[config.mk]
export PLATFORM = sky130hd
export DESIGN_NAME = mac_unit
export DESIGN_NICKNAME = d
export VERILOG_FILES = /design/src/rtl/mac_pkg.sv /design/src/rtl/mac_mult.sv /design/src/rtl/mac_sat_path.sv /design/src/rtl/mac_wide_path.sv /design/src/rtl/mac_unit.sv
export SDC_FILE = /design/constraint.sdc
export NUM_CORES = 1
export LEC_CHECK = 0
export ABC_AREA = 1
export BUFFER_PORTS_ARGS = -buffer_cell sky130_fd_sc_hd__buf_2
export CORE_MARGIN = 10
export CORE_UTILIZATION = 40
export CTS_CLUSTER_SIZE = 10
export DETAILED_ROUTE_END_ITERATION = 6
export PLACE_DENSITY_LB_ADDON = 0.08
export SYNTH_ARGS = -nofsm -noshare
export SYNTH_HDL_FRONTEND = slang
export SYNTH_SLANG_ARGS = --single-unit
export TNS_END_PERCENT = 100
[constraint.sdc]
create_clock -name clk -period 10.9 [get_ports clk]
set_input_delay 0.545 -clock clk [delete_from_list [all_inputs] [get_ports clk]]
set_output_delay 0.545 -clock clk [all_outputs]
set_load 0.02 [all_outputs]
[src/rtl/mac_pkg.sv]
package mac_pkg;
    localparam int MAC_OP_W     = 16;
    localparam int MAC_WIDE_MSB = 9;

    typedef enum logic [1:0] {
        ACT_HOLD  = 2'd0,
        ACT_MAC   = 2'd1,
        ACT_LOAD  = 2'd2,
        ACT_CLEAR = 2'd3
    } mac_act_e;

    function automatic mac_act_e pick_action(input logic clr, input logic ld, input logic vld);
        if (clr)      return ACT_CLEAR;
        else if (ld)  return ACT_LOAD;
        else if (vld) return ACT_MAC;
        else          return ACT_HOLD;
    endfunction
endpackage

[src/rtl/mac_mult.sv]
module mac_mult #(
    parameter int OP_W = 16,
    localparam int PROD_W = 2 * OP_W
) (
    input  logic [OP_W-1:0]   a,
    input  logic [OP_W-1:0]   b,
    output logic [PROD_W-1:0] prod
);
    logic signed [PROD_W-1:0] a_ext, b_ext;
    always_comb begin
        a_ext = PROD_W'($signed(a));
        b_ext = PROD_W'($signed(b));
        prod  = a_ext * b_ext;
    end
endmodule

[src/rtl/mac_sat_path.sv]
module mac_sat_path #(
    parameter int W = 32
) (
    input  logic [W-1:0] prod,
    input  logic [W-1:0] lo,
    input  logic [W-1:0] hi,
    output logic         ovf,
    output logic [W-1:0] nxt_hi,
    output logic [W-1:0] nxt_lo
);
    logic [W-1:0] sum;
    logic         neg;
    always_comb begin
        sum = prod + lo;
        neg = prod[W-1];
        ovf = (prod[W-1] == lo[W-1]) && (sum[W-1] != prod[W-1]);
        if (ovf) begin
            nxt_lo = {neg, {(W-1){~neg}}};
            nxt_hi = hi | {{(W-1){1'b0}}, 1'b1};
        end else begin
            nxt_lo = sum;
            nxt_hi = hi;
        end
    end
endmodule

[src/rtl/mac_wide_path.sv]
module mac_wide_path #(
    parameter int W        = 32,
    parameter int KEEP_MSB = 9,
    localparam int EXT_W   = W - KEEP_MSB - 1
) (
    input  logic [W-1:0] prod,
    input  logic [W-1:0] lo,
    input  logic [W-1:0] hi,
    output logic [W-1:0] nxt_hi,
    output logic [W-1:0] nxt_lo
);
    logic [W:0]   lo_full;
    logic [W-1:0] hi_sum;
    always_comb begin
        lo_full = {1'b0, prod} + {1'b0, lo};
        nxt_lo  = lo_full[W-1:0];
        hi_sum  = hi + {W{prod[W-1]}} + {{(W-1){1'b0}}, lo_full[W]};
    end

    generate
        if (EXT_W > 0) begin : g_ext
            assign nxt_hi = {{EXT_W{hi_sum[KEEP_MSB]}}, hi_sum[KEEP_MSB:0]};
        end else begin : g_noext
            assign nxt_hi = hi_sum;
        end
    endgenerate
endmodule

[src/rtl/mac_unit.sv]
module mac_unit
    import mac_pkg::*;
#(
    parameter int OP_W     = MAC_OP_W,
    parameter int WIDE_MSB = MAC_WIDE_MSB,
    localparam int ACC_W   = 2 * OP_W
) (
    input  logic             clk,
    input  logic             rst,
    input  logic             op_valid,
    input  logic [OP_W-1:0]  op_a,
    input  logic [OP_W-1:0]  op_b,
    input  logic             sat_mode,
    input  logic             acc_clear,
    input  logic             acc_load,
    input  logic [ACC_W-1:0] load_hi,
    input  logic [ACC_W-1:0] load_lo,
    output logic [ACC_W-1:0] acc_hi,
    output logic [ACC_W-1:0] acc_lo
);
    logic [ACC_W-1:0] prod;
    logic [ACC_W-1:0] sat_hi, sat_lo, wide_hi, wide_lo;
    logic             sat_ovf;
    mac_act_e         act;

    mac_mult #(.OP_W(OP_W)) u_mult (.a(op_a), .b(op_b), .prod(prod));

    mac_sat_path #(.W(ACC_W)) u_sat (
        .prod(prod), .lo(acc_lo), .hi(acc_hi),
        .ovf(sat_ovf), .nxt_hi(sat_hi), .nxt_lo(sat_lo)
    );

    mac_wide_path #(.W(ACC_W), .KEEP_MSB(WIDE_MSB)) u_wide (
        .prod(prod), .lo(acc_lo), .hi(acc_hi),
        .nxt_hi(wide_hi), .nxt_lo(wide_lo)
    );

    assign act = pick_action(acc_clear, acc_load, op_valid);

    always_ff @(posedge clk) begin
        if (rst) begin
            acc_hi <= '0;
            acc_lo <= '0;
        end else begin
            unique case (act)
                ACT_CLEAR: begin acc_hi <= '0;      acc_lo <= '0;      end
                ACT_LOAD:  begin acc_hi <= load_hi; acc_lo <= load_lo; end
                ACT_MAC: begin
                    if (sat_mode) begin acc_hi <= sat_hi;  acc_lo <= sat_lo;  end
                    else          begin acc_hi <= wide_hi; acc_lo <= wide_lo; end
                end
                default: ;
            endcase
        end
    end

    // sticky bit is never dropped by a saturating operation
    assert_sticky_hold_R5: assert property (@(posedge clk) disable iff (rst)
        (op_valid && sat_mode && !acc_clear && !acc_load && acc_hi[0]) |=> acc_hi[0]);

    // a fresh sticky bit always comes with a clamped low word
    assert_sat_limit_R4: assert property (@(posedge clk) disable iff (rst)
        (op_valid && sat_mode && !acc_clear && !acc_load && !acc_hi[0]) |=>
        (!acc_hi[0] || acc_lo == {1'b0, {(ACC_W-1){1'b1}}} || acc_lo == {1'b1, {(ACC_W-1){1'b0}}}));

    // wide-mode high word is sign-extended above bit WIDE_MSB
    assert_wide_signext_R7: assert property (@(posedge clk) disable iff (rst)
        (op_valid && !sat_mode && !acc_clear && !acc_load) |=>
        ((acc_hi[ACC_W-1:WIDE_MSB] == '0) || (acc_hi[ACC_W-1:WIDE_MSB] == '1)));

    // clear wins over everything
    assert_clear_zero_R8: assert property (@(posedge clk) disable iff (rst)
        acc_clear |=> (acc_hi == '0 && acc_lo == '0));

    // load takes the given words
    assert_load_take_R9: assert property (@(posedge clk) disable iff (rst)
        (acc_load && !acc_clear) |=> (acc_hi == $past(load_hi) && acc_lo == $past(load_lo)));

    // idle cycles hold state
    assert_idle_hold_R10: assert property (@(posedge clk) disable iff (rst)
        (!op_valid && !acc_clear && !acc_load) |=> ($stable(acc_hi) && $stable(acc_lo)));
endmodule

==> results_dict.tcl <==
set metrics [dict create \
    cts_tree "built" \
    finalSetupViolations 0 \
    start_util_pct 40.8 \
    synth_seq_area_share_pct 8.08 \
    clock_latency_ns 0.35 \
    synthFlopType "dfxtp_1" \
    syn_to_final_growth_pct 8.62 \
    drtIter0Drc 666 \
    hold_violations 0 \
    cts_hold_buffers 0 \
    htreeDepth 3 \
    ios 166 \
    async_flop_share_pct 0 \
    die_h_um 219 \
    fin_area_sq_um 17200 \
    ys_top_cells_by_area "fa_1, nand2_1, inv_1" \
    drv_slew 0 \
    hp-class "reg2reg" \
    clock_path_buffers 2 \
    slew_headroom_pct 30.7 \
    syn_area_sq_um 15900 \
    via_per_inst 4.73 \
    antenna_found_initial 0 \
    synth_top_area_cell "fa_1" \
    critPathMaxStageDelay_ns 0.56 \
    grt_setup_unrepaired "no" \
    worstRegToRegCells 25 \
    cp_max_fo 16 \
    cts_root_buf "clkbuf_16" \
    place.gp.congestion 0.904 \
    cp.required_ns 11.17 \
    layout-drive-gt1-share_pct 11.1 \
    fin_setup_tns_ns 0 \
    cp_slowest_cell "fa_1" \
    dieArea_sq_um 48000 \
    fp.dieW_um 219 \
    synth_warnings 0 \
    clk_pin_slew_ns 0.05 \
    n_fill_cell 4175 \
    crit_top_cell "nand2_1" \
    maxCapViolCount 0 \
    synth_edf_count 0 \
    wl_per_cell_um 15.7 \
    synthTopCellsByCount "nand2_1, inv_1, fa_1, ha_1, a21oi_1" \
    postCtsResizedCells 0 \
    worstSetupPathType "in2reg" \
    register_area_sq_um 1280 \
    place_area_sq_um 17000 \
    min_path_cells 2 \
    post-cts-setup-buffers 0 \
    setup.worst_path.end_class "flop" \
    yosysMostFrequentCell "nand2_1" \
    drcViolationCount 0 \
    vias 13400 \
    nets 2814 \
    startpoint_type "primary input" \
    cts_buffers 9 \
    tightest_slew_ns 1.04 \
    multi_input_area_sq_um 12200 \
    antennaDiodeCount 0 \
    yosysTopAreaCellShare_pct 33.6 \
    synth_nets 2727 \
    portBuffers 165 \
    syn_inst 2234 \
    synth_area_per_cell_sq_um 7.10 \
    dr.pass1.iters 5 \
    fin_crit_ns 9.17 \
    status "complete, no violations" \
    period_share_pct 84.2 \
    dpl.hpwl_um 38100 \
    rows 72 \
    grt_pass1_wl_um 74800 \
    grt_pass1_vias 14100 \
    cp.arrival_ns 9.44 \
    synth.distinct_cells 41 \
    finClkSkew_ns 0.0131 \
    wl_um 44700 \
    fmax_ghz 0.109 \
    ys_ff_latch 64 \
    gr-total-overflow 0 \
    grt_max_degree 54 \
    clkSinkCount 64 \
    grtUsageTotal_pct 19.3 \
    ant_nets 0 \
    core_area_sq_um 38900 \
]
-- cell families after synthesis --
kind of cell,share of synthesized area (%)
xor gates and xnor gates,2.97
and+or+nand+nor,22.6
buffers and inverters,15.0
adders and majority gates,43.4
DFF,8.08
AOI/OAI and AO/OA,7.91
-- registers in the layout, indices dropped and copies added (netlist names) --
signal  cells
acc_lo     32
acc_hi     32
-- area by class of cell --
| class | instances | share of cell area, % |
|---|---|---|
| Clock buffer | 11 | 1.41 |
| Clock inverter | 3 | 0.116 |
| Inverter | 527 | 11.5 |
| Multi-Input combinational cell | 1550 | 70.8 |
| Sequential cell | 64 | 7.44 |
| Tap cell | 518 | 3.76 |
| Timing Repair Buffer | 169 | 4.97 |
-- critical path, delay by kind of cell --
kind / cells / cell delay [ns]
buffers and inverters: 8 / 0.77
AO/OA/AOI/OAI: 12 / 2.00
XOR/XNOR: 1 / 0.17
AND/OR/NAND/NOR: 16 / 1.49
adder cells (fa/ha/maj): 10 / 4.40
-- routing by layer --
metal	global-route usage, %	share of wire (%)	wire length, um	vias to the layer above
met2	31.2	46	20800	266
met1	26.2	47	20800	6428
met3	3.87	5.5	2470	37
met5	0	0	0	-
li1	-	-	-	6710
met4	3.68	1.4	641	0
-- path summary, 6_finish.rpt --
path,end,slack [ns],startpoint
worst min register to register,acc_hi[14]$_SDFFE_PP0P_,0.47,acc_hi[14]$_SDFFE_PP0P_
worst max-delay path,acc_hi[8]$_SDFFE_PP0P_,1.73,op_b[7]
worst max register to register,acc_hi[13]$_SDFFE_PP0P_,6.46,acc_lo[0]$_SDFFE_PP0P_
worst min-delay path,acc_hi[14]$_SDFFE_PP0P_,0.47,acc_hi[14]$_SDFFE_PP0P_
-- per-stage QoR --
step	worst slack, ns	utilization (%)	cells	hold WS, ns
global route	0.831	44.3	2842	0.487
detailed placement	1.42	43.6	2828	0.460
finish	1.73	44.3	2842	0.467
floorplan	2.21	-	2234	0.541
global placement	1.46	43.6	2828	0.451
CTS	1.70	44.3	2842	0.469
-- cell usage in the layout (no fill, tap or decap), drive strengths merged, types with 2 or more instances in the layout --
cell type and instances:
xor2 27, fa 266, nor3 10, or2 6, a31oi 8, nor4 2
ha 125, xnor2 26, dfxtp 64, nand3b 5, o21bai 7, nand4 6
a21o 8, a21boi 3, clkbuf 11, clkinvlp 2, a22o 3, o211ai 5
o2111ai 2, a211oi 3, nor2 89, inv 527, buf 169, nand2 746
nand3 30, a21oi 131, o21ai 39
Power is left out: the tool's default activity adds up to more than one toggle a clock period on the data nets, which glitch-free logic cannot reach.
